File: src/rtl/gpio_port_pkg.sv
package gpio_port_pkg;

  typedef enum logic [1:0] {
    RD_NONE = 2'd0,
    RD_DIR  = 2'd1,
    RD_DATA = 2'd2,
    RD_SEL  = 2'd3
  } rdSrc_e;

  typedef struct packed {
    logic   wrSel;
    logic   wrDir;
    logic   wrData;
    rdSrc_e rdSrc;
  } portStrobe_t;

endpackage

File: src/rtl/gpio_port_ctrl.sv
module gpio_port_ctrl
  import gpio_port_pkg::*;
#(
  parameter int ADDR_W = 12,
  parameter logic [ADDR_W-1:0] OFS_DIR  = 12'h418,
  parameter logic [ADDR_W-1:0] OFS_DATA = 12'h419,
  parameter logic [ADDR_W-1:0] OFS_SEL  = 12'h41B
) (
  input  logic [ADDR_W-1:0] busAddr,
  input  logic              busWrEn,
  output portStrobe_t       strobe
);

  logic hitDir, hitData, hitSel;

  always_comb begin
    hitDir  = (busAddr == OFS_DIR);
    hitData = (busAddr == OFS_DATA);
    hitSel  = (busAddr == OFS_SEL);

    strobe.wrDir  = busWrEn && hitDir;
    strobe.wrData = busWrEn && hitData;
    strobe.wrSel  = busWrEn && hitSel;

    if (hitDir)       strobe.rdSrc = RD_DIR;
    else if (hitData) strobe.rdSrc = RD_DATA;
    else if (hitSel)  strobe.rdSrc = RD_SEL;
    else              strobe.rdSrc = RD_NONE;
  end

endmodule

File: src/rtl/gpio_port_datapath.sv
module gpio_port_datapath
  import gpio_port_pkg::*;
#(
  parameter int WIDTH = 8,
  parameter int SYNC_STAGES = 2
) (
  input  logic             clk,
  input  logic             rstN,
  input  portStrobe_t      strobe,
  input  logic [WIDTH-1:0] busWrData,
  output logic [WIDTH-1:0] busRdData,
  input  logic [WIDTH-1:0] padIn,
  output logic [WIDTH-1:0] padOut,
  output logic [WIDTH-1:0] padOe,
  output logic [WIDTH-1:0] irqReq
);

  localparam logic [WIDTH-1:0] ALL_ONES = '1;

  logic [WIDTH-1:0] selReg, dirReg, dataLatch;
  logic [WIDTH-1:0] syncStage [SYNC_STAGES];
  logic [WIDTH-1:0] pinLevel;

  always_ff @(posedge clk or negedge rstN) begin
    if (!rstN) begin
      selReg    <= ALL_ONES;
      dirReg    <= '0;
      dataLatch <= ALL_ONES;
    end else begin
      if (strobe.wrSel)  selReg    <= busWrData;
      if (strobe.wrDir)  dirReg    <= busWrData;
      if (strobe.wrData) dataLatch <= busWrData;
    end
  end

  genvar s;
  generate
    for (s = 0; s < SYNC_STAGES; s++) begin : g_sync
      always_ff @(posedge clk or negedge rstN) begin
        if (!rstN) syncStage[s] <= ALL_ONES;
        else if (s == 0) syncStage[s] <= padIn;
        else syncStage[s] <= syncStage[(s == 0) ? 0 : s-1];
      end
    end
  endgenerate

  assign pinLevel = syncStage[SYNC_STAGES-1];

  genvar b;
  generate
    for (b = 0; b < WIDTH; b++) begin : g_pin
      logic driveEn;
      assign driveEn   = selReg[b] & dirReg[b];
      assign padOe[b]  = driveEn;
      assign padOut[b] = driveEn & dataLatch[b];
      assign irqReq[b] = ~selReg[b] & pinLevel[b];
    end
  endgenerate

  always_comb begin
    unique case (strobe.rdSrc)
      RD_DIR:  busRdData = dirReg;
      RD_DATA: busRdData = pinLevel;
      RD_SEL:  busRdData = selReg;
      default: busRdData = '0;
    endcase
  end

endmodule

File: src/rtl/gpio_port_mux.sv
module gpio_port_mux
  import gpio_port_pkg::*;
#(
  parameter int WIDTH  = 8,
  parameter int ADDR_W = 12
) (
  input  logic              clk,
  input  logic              rstN,
  input  logic [ADDR_W-1:0] busAddr,
  input  logic              busWrEn,
  input  logic [WIDTH-1:0]  busWrData,
  output logic [WIDTH-1:0]  busRdData,
  input  logic [WIDTH-1:0]  padIn,
  output logic [WIDTH-1:0]  padOut,
  output logic [WIDTH-1:0]  padOe,
  output logic [WIDTH-1:0]  irqReq
);

  portStrobe_t strobe;

  gpio_port_ctrl #(.ADDR_W(ADDR_W)) i_ctrl (
    .busAddr (busAddr),
    .busWrEn (busWrEn),
    .strobe  (strobe)
  );

  gpio_port_datapath #(.WIDTH(WIDTH), .SYNC_STAGES(2)) i_dp (
    .clk       (clk),
    .rstN      (rstN),
    .strobe    (strobe),
    .busWrData (busWrData),
    .busRdData (busRdData),
    .padIn     (padIn),
    .padOut    (padOut),
    .padOe     (padOe),
    .irqReq    (irqReq)
  );

endmodule

File: config.mk
export PLATFORM = sky130hd
export DESIGN_NAME = gpio_port_mux
export DESIGN_NICKNAME = d
export VERILOG_FILES = /design/src/rtl/gpio_port_pkg.sv /design/src/rtl/gpio_port_ctrl.sv /design/src/rtl/gpio_port_datapath.sv /design/src/rtl/gpio_port_mux.sv
export SDC_FILE = /design/constraint.sdc
export NUM_CORES = 1
export LEC_CHECK = 0
export BUFFER_PORTS_ARGS = -buffer_cell sky130_fd_sc_hd__buf_4
export CAP_MARGIN = 15
export CORE_MARGIN = 1.5
export CORE_UTILIZATION = 50
export CTS_BUF_LIST = sky130_fd_sc_hd__clkbuf_8
export CTS_CLUSTER_SIZE = 30
export DETAILED_ROUTE_END_ITERATION = 16
export GPL_TIMING_DRIVEN = 0
export PLACE_DENSITY = 0.87
export SETUP_SLACK_MARGIN = 0.05
export SLEW_MARGIN = 20
export SYNTH_ARGS = -nofsm -noshare
export SYNTH_HDL_FRONTEND = slang
export SYNTH_HIERARCHICAL = 1
export SYNTH_SLANG_ARGS = --single-unit
File: constraint.sdc
create_clock -name clk -period 5 [get_ports clk]
set_input_delay 1.25 -clock clk [delete_from_list [all_inputs] [get_ports clk]]
set_output_delay 1.25 -clock clk [all_outputs]
set_load 0.02 [all_outputs]
==> summary.md <==
| Metric | Value |
|---|---|
| Status | complete, no violations |
| Clock sinks | 40 |
| DP HPWL | roughly 2800 um |
| Final setup fails | 0 |
| Slowest stage cell, crit path | or4b_4 |
| Nets | between 200 and 250 |
| Max Root-Sink Buffers | 2 |
| CTS Buf Count | 5 |
| DIE AREA | roughly 4000 um^2 |
| Mapped Cells | 132 |
| Post-synthesis simple-gate area fraction | about an eighth |
| FF-to-FF path depth | 1 |
| CTS tree | done |
| Largest family of logic cells by synthesized area | multiplexers |
| WS Path Type | in -> out |
| Clock power share | slightly below 40% |
| First-pass GRT wire length | between 6000 and 7000 um |
| Synthesis-to-layout area growth | 34.7% |
| Placement Rows | 21 |
| I/O pins | 63 |
| Largest net degree at the start of global routing | a little over 40 |
| Clock Tree Root | clkbuf_8 |
| Slew Limit Fails | 0 |
| Worst-path fanout max | 9 |
| Worst Hold Depth | 0 |
| Combinational power share | 6.8% |
| All-Layer GR Usage | approximately a fifth |
| Compound-Gate Fraction of Synth Area | 3.84% |
| Leakage | ~0.0012 uW |
| WL final | approximately 3800 um |
| Total grt overflow | 0 |
| VDD IR-drop max | approximately 0.21 mV |
| Worst-Skew Late Latency | between 200 and 300 ps |
| Worst hold path type | reg -> reg |
| Resize count post-CTS | 0 |
| GP Congestion | 0.705 |
| Crit end category | primary output |
| Post-synth EDFFs | 0 |
| Arrival time at the worst endpoint | 3170 ps |
| Pre-CTS setup slack | approximately 580 ps |
| Final setup margin | ~580 ps |
| Synthesized Nets | 163 |
| Initial antenna violation count | 0 |
| Post-synth cell types | 19 |
| Main flop type after synthesis | dfstp_2 |
| Worst Clk Skew | 6.75 ps |
| Required time of the worst setup path | roughly 3800 ps |
| Worst reg2reg startpoint | i_dp/dirReg[4] |
| Vias in the first global route | about 1400 |
| R2R Setup Slk | roughly 4200 ps |
| Synthesis-stage register bit count | 40 |
| Max H-tree Level | 2 |
| # Post-CTS Setup Buffers | 0 |
| DRC | 0 |
| Number of routed nets with antenna violations | 0 |
| Net switching power | approximately 130 uW |
| Initial core utilization | 53.5% |
| Sw Ratio | between 20% and 30% |
| Share of cells above drive strength 1 | about 75% |
| Final Hold Fails | 0 |
| Mux cell area share after synthesis | 19.9% |
| Mapped cell area | between 1500 and 2000 um^2 |
| R2r endpoint | i_dp/dirReg[4] |
| Power share of the sequential group | 53.4% |
| Ant diodes | 0 |
| Post-DR wirelength/cell | 15.2 um |
| Syn_area_per_cell | around 14 um^2 |
| XOR/XNOR share of the synthesized area | 0.479% |
| FFs w/ async S/R, synth | 100% |
| Setup_tns | 0 ps |
| PwrDens | between 200 and 300 nW/um^2 |
| Drt first-iter violations | between 40 and 50 |
| Clock-pin slew on the worst setup and hold paths | around 80 ps |
| CP max stage delay | 560 ps |
| Hold EP | i_dp/pinLevel[6] |
| Die W | 63.4 um |
| IO Port Bufs | 62 |
| Pint | a little over 500 uW |
| Fin crit period | around 4400 ps |
| Via-to-Cell Ratio | roughly 5.2 |
| Die Span Y | around 63 um |
| Slew headroom | about two thirds |
| Adder-Cell Fraction of Synth Area | 0% |
| Hold Startpoint | i_dp/syncStage[14] |
| Sequential fraction of the synthesis area | 57.0% |
| Pre-Repair DR Iteration Count | 4 |
| Startpoint types | input pin |
| CTS Hold Bufs | 0 |
| CP cell instances | buf_4, or4b_4, nor4_1, buf_2, nor2b_1, buf_2, a22o_1, buf_4 |
| Crit share post-route | 88.5% |
| RSZ-0062 raised after global routing | false |
| Core box area | approximately 3400 um^2 |
| Syn. warnings | 6 |
| Actual slew at the worst max-slew pin | around 470 ps |
| Vias | 1280 |
| Max Fclk | roughly 230 MHz |
| Maxcap violations | 0 |
-- final cells by class --
class | instances | area [um^2]
clock buffer | 5 | 68.8
timing repair buffer | 62 | 465
sequential | 40 | 1040
clock inverter | 3 | 42.5
tap | 46 | 57.6
buffer | 14 | 96.3
multi-input combinational | 77 | 686
fill | 223 | 955
inverter | 1 | 3.75
-- sequential cells by signal (all words and copies together) (netlist names) --
name and count:
i_dp/dirReg 8, i_dp/pinLevel 8, i_dp/dataLatch 8, i_dp/syncStage 8, i_dp/selReg 8
-- cell families after synthesis --
family | after synthesis
flops | 40
xor+xnor | 1
compound gates | 8
mux | 32
simple gates | 36
buf+inv | 15
-- cells in the final DEF (no fill, tap or decap) --
master	Yosys	routed
a22o_1	8	8
nand3b_1	1	1
buf_4	8	70
bufinv_16	0	1
dfstp_2	32	32
mux2_4	1	1
and2_1	8	8
clkinvlp_4	0	1
mux2_2	31	31
clkinv_2	0	1
or3b_2	1	1
clkbuf_8	0	5
nor4_1	5	5
nand3_1	1	1
nor2b_1	9	9
or4b_4	2	2
buf_6	1	1
buf_2	5	5
and3_1	8	8
dfrtp_1	8	8
inv_1	1	1
xor2_1	1	1
nand2b_1	1	1
-- worst max-delay path by stage --
stage / endpoint / slack, ps / depth (start not counted) / startpoint
after global routing: busRdData[4] / 390 / 8 / busAddr[7]
after floorplan: busRdData[3] / 900 / 5 / busAddr[7]
after global placement: busRdData[3] / 610 / 7 / busAddr[7]
final: busRdData[0] / 580 / 8 / busAddr[7]
after CTS: busRdData[2] / 580 / 8 / busAddr[7]
after detailed placement: busRdData[2] / 580 / 8 / busAddr[7]
-- per-layer routing --
metal / up-vias / global-route usage [%] / wire length [um]
li1: 595 / - / -
met1: 637 / 23.4 / 1480
met2: 42 / 35.7 / 2010
met3: 6 / 5.54 / 208
met4: 0 / 9.78 / 63
met5: - / 0 / 0
-- worst max-delay path: cells and delay by family --
| family | cells | cell delay (ps) |
|---|---|---|
| buffers and inverters | 4 | 750 |
| and+or+nand+nor | 3 | 920 |
| AOI/OAI and AO/OA | 1 | 260 |
-- metrics by stage --
| stage | hold slack (ps) | area [um^2] | utilization (%) | power [uW] | cells |
|---|---|---|---|---|---|
| 3_3_place_gp | 345 | 2350 | 68.8 | 387 | 240 |
| 3_5_place_dp | 348 | 2350 | 68.8 | 390 | 240 |
| 5_1_grt | 350 | 2460 | 72.1 | 665 | 248 |
| 4_1_cts | 351 | 2460 | 72.1 | 646 | 248 |
| 2_1_floorplan | 345 | 1830 | - | 356 | 132 |
| 6_report | 350 | 2460 | 72.1 | 637 | 248 |
-- synthesized netlist by cell type, drive strengths merged, types with 2 or more instances --
| cell type | instances | share of area [%] |
|---|---|---|
| and2 | 8 | 2.7 |
| a22o | 8 | 3.8 |
| nor2b | 9 | 3.1 |
| or4b | 2 | 1.5 |
| buf | 14 | 5.3 |
| and3 | 8 | 2.7 |
| dfstp | 32 | 46 |
| mux2 | 32 | 20 |
| dfrtp | 8 | 11 |
| nor4 | 5 | 1.7 |
-- power by group through the flow --
stage	Combinational [uW]	Clock (uW)	Sequential, uW
2_1_floorplan	11.8	0	344
5_1_grt	47.6	276	341
4_1_cts	44.3	262	340
3_3_place_gp	42.2	0	345
3_5_place_dp	44.2	0	346
6_report	43.6	253	340
No activity file was read; power rests on OpenSTA's default activity.
